`src/rtl/evt_notify_pkg.sv`:
```
package evt_notify_pkg;
    typedef enum logic [0:0] {
        IRQ_IDLE   = 1'b0,
        IRQ_ACTIVE = 1'b1
    } irq_state_t;
endpackage

```
`src/rtl/evt_irq_fsm.sv`:
```
module evt_irq_fsm
    import evt_notify_pkg::*;
(
    input  logic clk,
    input  logic rst_n,
    input  logic cause,
    input  logic ack,
    output logic irq
);
    irq_state_t state_q, state_n;

    always_ff @(posedge clk) begin
        if (!rst_n) state_q <= IRQ_IDLE;
        else        state_q <= state_n;
    end

    always_comb begin
        state_n = state_q;
        unique case (state_q)
            IRQ_IDLE:   if (cause) state_n = IRQ_ACTIVE;
            IRQ_ACTIVE: if (ack && !cause) state_n = IRQ_IDLE;
            default:    state_n = IRQ_IDLE;
        endcase
    end

    always_comb begin
        irq = (state_q == IRQ_ACTIVE);
    end
endmodule

```
`src/rtl/evt_conn_bank.sv`:
```
module evt_conn_bank #(
    parameter int NUM_CONN  = 16,
    parameter int CODE_W    = 4,
    parameter logic [CODE_W-1:0] DESC_CODE = '1,
    localparam int CONN_W   = (NUM_CONN > 1) ? $clog2(NUM_CONN) : 1
) (
    input  logic              clk,
    input  logic              rst_n,
    input  logic              evt_valid,
    input  logic [CONN_W-1:0] evt_conn,
    input  logic [CODE_W-1:0] evt_code,
    input  logic              desc_valid,
    input  logic [CONN_W-1:0] desc_conn,
    input  logic              desc_intr,
    input  logic              cmd_wr,
    input  logic [CONN_W-1:0] cmd_conn,
    input  logic              pop,
    input  logic [CONN_W-1:0] head_conn,
    output logic              fire_evt,
    output logic              fire_desc,
    output logic              push_evt,
    output logic              push_desc,
    output logic [CODE_W-1:0] head_code,
    output logic [NUM_CONN-1:0] en_vec
);
    logic [NUM_CONN-1:0] en_q, en_n;
    logic [NUM_CONN-1:0] pend_q, pend_n, pend_eff;
    logic [CODE_W-1:0]   code_q [NUM_CONN];
    logic                desc_hit;
    logic                same_conn;

    assign desc_hit  = desc_valid && desc_intr;
    assign same_conn = evt_valid && (evt_conn == desc_conn);

    always_comb begin
        pend_eff = pend_q;
        if (pop) pend_eff[head_conn] = 1'b0;
    end

    always_comb begin
        fire_evt  = evt_valid && (en_q[evt_conn] || (cmd_wr && (cmd_conn == evt_conn)));
        fire_desc = desc_hit;
        push_evt  = evt_valid && !pend_eff[evt_conn];
        push_desc = desc_hit && !same_conn && !pend_eff[desc_conn];
    end

    always_comb begin
        en_n   = en_q;
        pend_n = pend_eff;
        if (cmd_wr)    en_n[cmd_conn]    = 1'b1;
        if (evt_valid) en_n[evt_conn]    = 1'b0;
        if (evt_valid) pend_n[evt_conn]  = 1'b1;
        if (desc_hit)  pend_n[desc_conn] = 1'b1;
    end

    always_ff @(posedge clk) begin
        if (!rst_n) begin
            en_q   <= '1;
            pend_q <= '0;
        end else begin
            en_q   <= en_n;
            pend_q <= pend_n;
        end
    end

    always_ff @(posedge clk) begin
        if (!rst_n) begin
            for (int i = 0; i < NUM_CONN; i++) code_q[i] <= '0;
        end else begin
            if (desc_hit && !same_conn) code_q[desc_conn] <= DESC_CODE;
            if (evt_valid)              code_q[evt_conn]  <= evt_code;
        end
    end

    assign head_code = code_q[head_conn];
    assign en_vec    = en_q;
endmodule

```
`src/rtl/evt_notify_fifo.sv`:
```
module evt_notify_fifo #(
    parameter int NUM_CONN = 16,
    localparam int CONN_W  = (NUM_CONN > 1) ? $clog2(NUM_CONN) : 1,
    localparam int CNT_W   = $clog2(NUM_CONN + 1)
) (
    input  logic              clk,
    input  logic              rst_n,
    input  logic              wr0,
    input  logic [CONN_W-1:0] wr0_conn,
    input  logic              wr1,
    input  logic [CONN_W-1:0] wr1_conn,
    input  logic              rd,
    output logic              not_empty,
    output logic [CONN_W-1:0] head,
    output logic [CNT_W-1:0]  count
);
    localparam logic [CONN_W-1:0] LAST = CONN_W'(NUM_CONN - 1);

    logic [CONN_W-1:0] slot_q [NUM_CONN];
    logic [CONN_W-1:0] wp_q, rp_q, wp_a, wp_b;
    logic [CNT_W-1:0]  cnt_q;
    logic              do_rd;
    logic [1:0]        n_wr;

    function automatic logic [CONN_W-1:0] nxt(input logic [CONN_W-1:0] p);
        return (p == LAST) ? '0 : p + 1'b1;
    endfunction

    assign do_rd = rd && (cnt_q != '0);
    assign n_wr  = {1'b0, wr0} + {1'b0, wr1};
    assign wp_a  = wp_q;
    assign wp_b  = wr0 ? nxt(wp_q) : wp_q;

    always_ff @(posedge clk) begin
        if (!rst_n) begin
            wp_q  <= '0;
            rp_q  <= '0;
            cnt_q <= '0;
        end else begin
            if (wr0) slot_q[wp_a] <= wr0_conn;
            if (wr1) slot_q[wp_b] <= wr1_conn;
            case (n_wr)
                2'd1:    wp_q <= nxt(wp_q);
                2'd2:    wp_q <= nxt(nxt(wp_q));
                default: wp_q <= wp_q;
            endcase
            if (do_rd) rp_q <= nxt(rp_q);
            cnt_q <= cnt_q + CNT_W'(n_wr) - CNT_W'(do_rd);
        end
    end

    assign not_empty = (cnt_q != '0);
    assign head      = slot_q[rp_q];
    assign count     = cnt_q;
endmodule

```
`src/rtl/evt_notify_ctrl.sv`:
```
module evt_notify_ctrl #(
    parameter int NUM_CONN = 16,
    parameter int CODE_W   = 4,
    parameter logic [CODE_W-1:0] DESC_CODE = '1,
    localparam int CONN_W  = (NUM_CONN > 1) ? $clog2(NUM_CONN) : 1,
    localparam int CNT_W   = $clog2(NUM_CONN + 1)
) (
    input  logic              clk,
    input  logic              rst_n,
    input  logic              evt_valid,
    input  logic [CONN_W-1:0] evt_conn,
    input  logic [CODE_W-1:0] evt_code,
    input  logic              desc_valid,
    input  logic [CONN_W-1:0] desc_conn,
    input  logic              desc_intr,
    input  logic              cmd_wr,
    input  logic [CONN_W-1:0] cmd_conn,
    input  logic              irq_ack,
    input  logic              q_rd,
    output logic              irq,
    output logic              q_valid,
    output logic [CONN_W-1:0] q_conn,
    output logic [CODE_W-1:0] q_code
);
    logic fire_evt, fire_desc, push_evt, push_desc, cause, pop, fifo_ne;
    logic [CONN_W-1:0]   head;
    logic [CNT_W-1:0]    q_count;
    logic [NUM_CONN-1:0] en_vec;
    logic                wr0, wr1;
    logic [CONN_W-1:0]   wr0_conn;

    assign pop      = q_rd && fifo_ne;
    assign cause    = fire_evt || fire_desc;
    assign wr0      = push_evt || push_desc;
    assign wr0_conn = push_evt ? evt_conn : desc_conn;
    assign wr1      = push_evt && push_desc;

    evt_conn_bank #(.NUM_CONN(NUM_CONN), .CODE_W(CODE_W), .DESC_CODE(DESC_CODE)) u_bank (
        .clk(clk), .rst_n(rst_n),
        .evt_valid(evt_valid), .evt_conn(evt_conn), .evt_code(evt_code),
        .desc_valid(desc_valid), .desc_conn(desc_conn), .desc_intr(desc_intr),
        .cmd_wr(cmd_wr), .cmd_conn(cmd_conn),
        .pop(pop), .head_conn(head),
        .fire_evt(fire_evt), .fire_desc(fire_desc),
        .push_evt(push_evt), .push_desc(push_desc),
        .head_code(q_code), .en_vec(en_vec)
    );

    evt_notify_fifo #(.NUM_CONN(NUM_CONN)) u_fifo (
        .clk(clk), .rst_n(rst_n),
        .wr0(wr0), .wr0_conn(wr0_conn),
        .wr1(wr1), .wr1_conn(desc_conn),
        .rd(q_rd), .not_empty(fifo_ne), .head(head), .count(q_count)
    );

    evt_irq_fsm u_irq (
        .clk(clk), .rst_n(rst_n), .cause(cause), .ack(irq_ack), .irq(irq)
    );

    assign q_valid = fifo_ne;
    assign q_conn  = head;
endmodule

```
`config.mk`:
```
export PLATFORM = sky130hd
export DESIGN_NAME = evt_notify_ctrl
export DESIGN_NICKNAME = d
export VERILOG_FILES = /design/src/rtl/evt_notify_pkg.sv /design/src/rtl/evt_irq_fsm.sv /design/src/rtl/evt_conn_bank.sv /design/src/rtl/evt_notify_fifo.sv /design/src/rtl/evt_notify_ctrl.sv
export SDC_FILE = /design/constraint.sdc
export NUM_CORES = 1
export LEC_CHECK = 0
export BUFFER_PORTS_ARGS = -buffer_cell sky130_fd_sc_hd__buf_2
export CORE_ASPECT_RATIO = 1.5
export CORE_MARGIN = 3
export CORE_UTILIZATION = 31
export CTS_BUF_LIST = sky130_fd_sc_hd__clkbuf_8
export DETAILED_ROUTE_END_ITERATION = 8
export GPL_TIMING_DRIVEN = 0
export PLACE_DENSITY_LB_ADDON = 0.25
export SYNTH_ARGS = -nofsm -noshare
export SYNTH_HDL_FRONTEND = slang
export SYNTH_SLANG_ARGS = --single-unit
```
`constraint.sdc`:
```
create_clock -name clk -period 9.4 [get_ports clk]
set_input_delay 0.94 -clock clk [delete_from_list [all_inputs] [get_ports clk]]
set_output_delay 0.94 -clock clk [all_outputs]
set_load 0.005 [all_outputs]
```
# After elaboration in Yosys (flattened, before gate mapping)
# Memory sizes are Yosys's and may differ from the RTL's. A register that Yosys moved wholly into a read port is not among the register bits.
# Cells that the tools add are included.
[classes]
add_sub_neg = 6
n_mul = 0
div_mod_pow = 0
n_lt_le_gt_ge = 8
n_eq_ne = 7
shift = 0
n_mux = 49
bitwise = 8
n_reduce_logical = 25
[ops]
columns = ["operator", "n"]
rows = [
  ["$mux W16", 5],
  ["$or A16 B16 Y16", 3],
  ["$mux W4", 11],
  ["$and A16 B16 Y16", 2],
  ["$not A16 Y16", 2],
  ["$mux W1", 24],
  ["$lt A4 B5 Y1 const B", 4],
  ["$demux W1 S4", 4],
  ["$ge A4 B1 Y1 const B", 4],
  ["$logic_and A1 B1 Y1", 14],
  ["$add A4 B1 Y4 const B", 3],
  ["$bmux W1 S4", 3],
  ["$eq A4 B4 Y1 const B", 3],
  ["$eq A4 B4 Y1", 2],
  ["$pmux W4 S2", 1],
  ["$reduce_or A4 Y1", 2],
  ["$add A5 B2 Y5", 1],
  ["$reduce_bool A5 Y1", 1],
  ["$sub A5 B1 Y5", 1],
  ["$logic_not A1 Y1", 4],
  ["$logic_or A1 B1 Y1", 3],
  ["$add A1 B1 Y2", 1],
  ["$eq A2 B1 Y1 const B", 1],
  ["$eq A2 B2 Y1 const B", 1],
  ["other kinds (3)", 3],
]
[word_totals]
ff_bits = 46
latchBits = 0
mem_bits_rw = 128
rom_bits = 0
input_bits = 24
out_inout_bits = 10
word_cells = 111
memories = 2
[mem_list]
columns = ["memory", "words", "word_bits", "read_ports", "rd_ports_with_merged_regs", "wr", "line_no", "rtl"]
rows = [
  ["u_bank.code_q", 16, 4, 1, 0, 16, "evt_conn_bank.sv:28", "logic [CODE_W-1:0] code_q [NUM_CONN];"],
  ["u_fifo.slot_q", 16, 4, 1, 1, 2, "evt_notify_fifo.sv:19", "logic [CONN_W-1:0] slot_q [NUM_CONN];"],
]

# Longest topological paths before layout
[depth]
ltp_word = 15
depth_mapped = 24
depth_no_buf = 19

# Hierarchy
# A second synthesis with hierarchy kept.
[unflattened]
cells_unflattened = 852
area_unflattened_um2 = 9973.3
[by_module_without_submodules]
columns = ["mod", "instances", "cells_per_inst", "area_each_um2", "seq_area_each_um2"]
rows = [
  ["evt_conn_bank", 1, 492, 5175.0, 2562.5],
  ["evt_notify_fifo", 1, 349, 4685.7, 2262.2],
  ["evt_notify_ctrl", 1, 8, 71.3, 0.0],
  ["evt_irq_fsm", 1, 3, 41.3, 20.0],
]

# Worst setup path after synthesis
# Ideal clock, no wire load.
[synth_timing]
path_kind = "register to register"
from = "reg with a tool-made name"
to = "mem u_fifo.slot_q[13][0] (netlist bit) (data pin)"
setup_time_ns = 0.260
arrival_time_ns = 5.090
t_required_ns = 9.140
path_slack_ns = 4.050
stages_incl_launch_ff = 20
n_path_buf = 5
period_less_slack_ns = 5.350
cell_sequence = "dfxtp_1 -> buf_2 -> buf_6 -> mux4_2 -> nand2_1 -> and4_1 -> buf_2 -> o41ai_1 -> mux4_2 -> a221oi_4 -> buf_6 -> or3_1 -> ha_1 -> clkbuf_1 -> nand2b_1 -> o21ai_0 -> a2bb2oi_1 -> nor2_1 -> nor4_2 -> mux2_2"
[synth_lines]
columns = ["element", "line_no"]
rows = [
  ["end, declared", "evt_notify_fifo.sv:19"],
]

==> run metrics <==
syn_nets 1,005; Synth cell types 61; YS warnings 0; total wire length 33,400 um; area delta synth->final 10.1%; GPL Wtd Cong 0.925; CP startpoint kind register; CTS hold repair buffers 0; synthesized cell area 0.0104 sq mm; Finished Core Util 34.9%; commonest cells after routing, fill and taps aside edfxtp_1, nor2_1, nand2_1; DR WL/cell 23.3 um; Mapped Cells 963; count of standard-cell rows 81; mean number of vias per cell 5.64; RSZ-0062 raised after global routing false; total gr overflow 0; Clock Latency Late Sink 0.49 ns; Worst setup EP type register; Setup Skew 0.0166 ns; post-route ant nets 0; H-tree depth 4; Root Buffer clkbuf_8; initial antenna violation count 3; die extent in y 230 um; fin crit share 72.6%; post-CTS setup buffer count 0; Main synth FF type edfxtp_1; Slew HR 25.4%; Hold Crit Class register to register; fraction of layout cells with a size suffix above 1 14.3%; setup violators final 0; Post-synth EDFFs 128; post-DP HPWL 25,200 um; Chip Width 156 um; leading cell type in the layout, fill and taps excluded edfxtp_1; Max FO, Critical Path 10; overall routing resource usage 18.7%; die area 0.0358 sq mm; TNS Setup 0 ns; power share of the combinational group 29.0%; Leak 4.28 nW; buffers added on ports 23; Clk pwr share 27.6%; drt pass-1 iters 5; # diodes 0; count of nets after finishing 1,047; Reg clk slew, reported paths 0.10 ns; Flop pwr share 43.4%; Critical Path RT 9.64 ns; Filler Cell Count 3,418; Num CTS Buffers 17; Worst-Margin Slew 1.12 ns; WP data arrival 7.07 ns; largest net degree at the start of global routing 17; Switching Fraction 33.7%; Async SR Flop Fraction 0%; first-pass GRT wire length 50,100 um; FMAX 146 MHz; Max VDD drop 0.0845 mV; post-synthesis sequential area ratio 46.6%; clk buf depth 2; Initial Util 31.7%; Cell Int Power 1.38 mW; min cycle time layout 6.83 ns; max-cap violation count 0; status complete, no violations; First DRT Iteration DRCs 601; Via Count 8,083; final hold vios 0; core box area 0.0328 sq mm; Remaining DRCs 0; power per cell area 182 mW/mm^2; IO Pins 34; Psw 703 uW; Setup CP Type register to register; FF+latch count, synth 178; fin. max-slew vios 0; vias in the first global route 8,095; Avg Inst Size Synth 10.8 sq um; CTS tree yes; cts repair resizes 0; Clock Sinks 178
## area by class of cell
type | count | area (sq um) | share of cell area [%]
Buffer | 83 | 344 | 3.00
Clock buffer | 19 | 262 | 2.28
Clock inverter | 13 | 159 | 1.39
Inverter | 26 | 97.6 | 0.852
Multi-Input combinational cell | 676 | 5120 | 44.7
Sequential cell | 178 | 4840 | 42.3
Tap cell | 415 | 519 | 4.53
Timing Repair Buffer | 23 | 115 | 1.00
## logic make-up (layout without fill, tap and decap cells)
logic type,after synthesis,count (layout),synth area share (%)
fa+ha+maj,18,18,2.24
compound gates,234,234,16.0
buf+inv,109,164,4.24
xor+xnor,15,15,1.26
simple gates,304,304,15.9
flops,178,178,46.6
mux,105,105,13.7
## synthesized netlist by cell type (all sizes together) (6+ instances only)
master | instances | area [sq um]
buf | 23 | 119
nand2b | 8 | 50.1
a31oi | 18 | 113
a311oi | 11 | 96.3
nand2 | 82 | 308
o22ai | 13 | 81.3
clkbuf | 60 | 225
xor2 | 10 | 87.6
edfxtp | 128 | 3840
a211oi | 22 | 165
nor2 | 89 | 334
o41ai | 10 | 87.6
and2 | 23 | 144
inv | 26 | 97.6
a21o | 65 | 488
mux2i | 11 | 110
o21ai | 24 | 120
o41a | 6 | 67.6
dfxtp | 50 | 1000
mux2 | 71 | 800
or3 | 17 | 106
nand3 | 9 | 45.0
nor4 | 24 | 329
nor2b | 6 | 37.5
mux4 | 23 | 518
ha | 17 | 213
a21oi | 37 | 185
nor3 | 22 | 110
## worst max-delay path, cell delays in order (launching register included)
cell       delay, ns
dfxtp_1         0.32
buf_2           0.27
buf_6           0.23
mux4_2          0.52
nand2_1         0.07
and4_1          0.26
buf_2           0.27
inv_2           0.08
buf_2           0.20
buf_1           0.25
o41ai_1         0.62
mux2i_1         0.16
mux4_2          0.49
mux2i_1         0.32
nand2_1         0.14
ha_1            0.23
clkbuf_1        0.22
nand2_1         0.12
o21ai_0         0.11
a2bb2oi_1       0.56
nor2_1          0.14
nor4_2          0.54
mux2_2          0.43
## sequential cells by signal (all words and copies together), names as in the netlist, named ones only
name           count
u_fifo.slot_q     64
u_fifo.wp_a        4
u_fifo.rp_q        4
u_bank.code_q     64
u_fifo.count       5
u_irq.irq          1
u_bank.en_vec     16
u_bank.pend_q     16
## final timing paths
check	endpoint	cells past startpoint	slack [ns]	start
min reg2reg	u_bank.en_vec[1]	2	0.49	u_bank.en_vec[1]
max reg2reg	u_fifo.slot_q[13][1]	22	2.57	register
min	u_bank.en_vec[1]	2	0.49	u_bank.en_vec[1]
max	u_fifo.slot_q[13][1]	22	2.57	register
## layer usage
layer  wire length (um)  GRT usage, %
met1              12400          20.7
met4               1880          10.2
met2              17600          33.8
met3               1510          2.96
met5                 34             0
## metrics by stage
| stage | area [sq um] | hold WS (ns) | cells | total power, mW | setup slack (ns) |
|---|---|---|---|---|---|
| floorplan | 10400 | 0.445 | 963 | 1.33 | 4.05 |
| global placement | 11000 | 0.460 | 1401 | 1.52 | 2.68 |
| detailed placement | 11000 | 0.476 | 1401 | 1.53 | 2.71 |
| CTS | 11500 | 0.488 | 1433 | 2.09 | 2.67 |
| global route | 11500 | 0.509 | 1433 | 2.19 | 2.16 |
| finish | 11500 | 0.485 | 1433 | 2.08 | 2.57 |
## power by group through the flow
stage	logic, mW	clock network, mW	registers, mW
floorplan	0.416	0	0.916
global placement	0.602	0	0.922
detailed placement	0.605	0	0.923
CTS	0.606	0.581	0.905
global route	0.665	0.614	0.909
finish	0.604	0.575	0.905
Power figures use the tool's default switching activity.
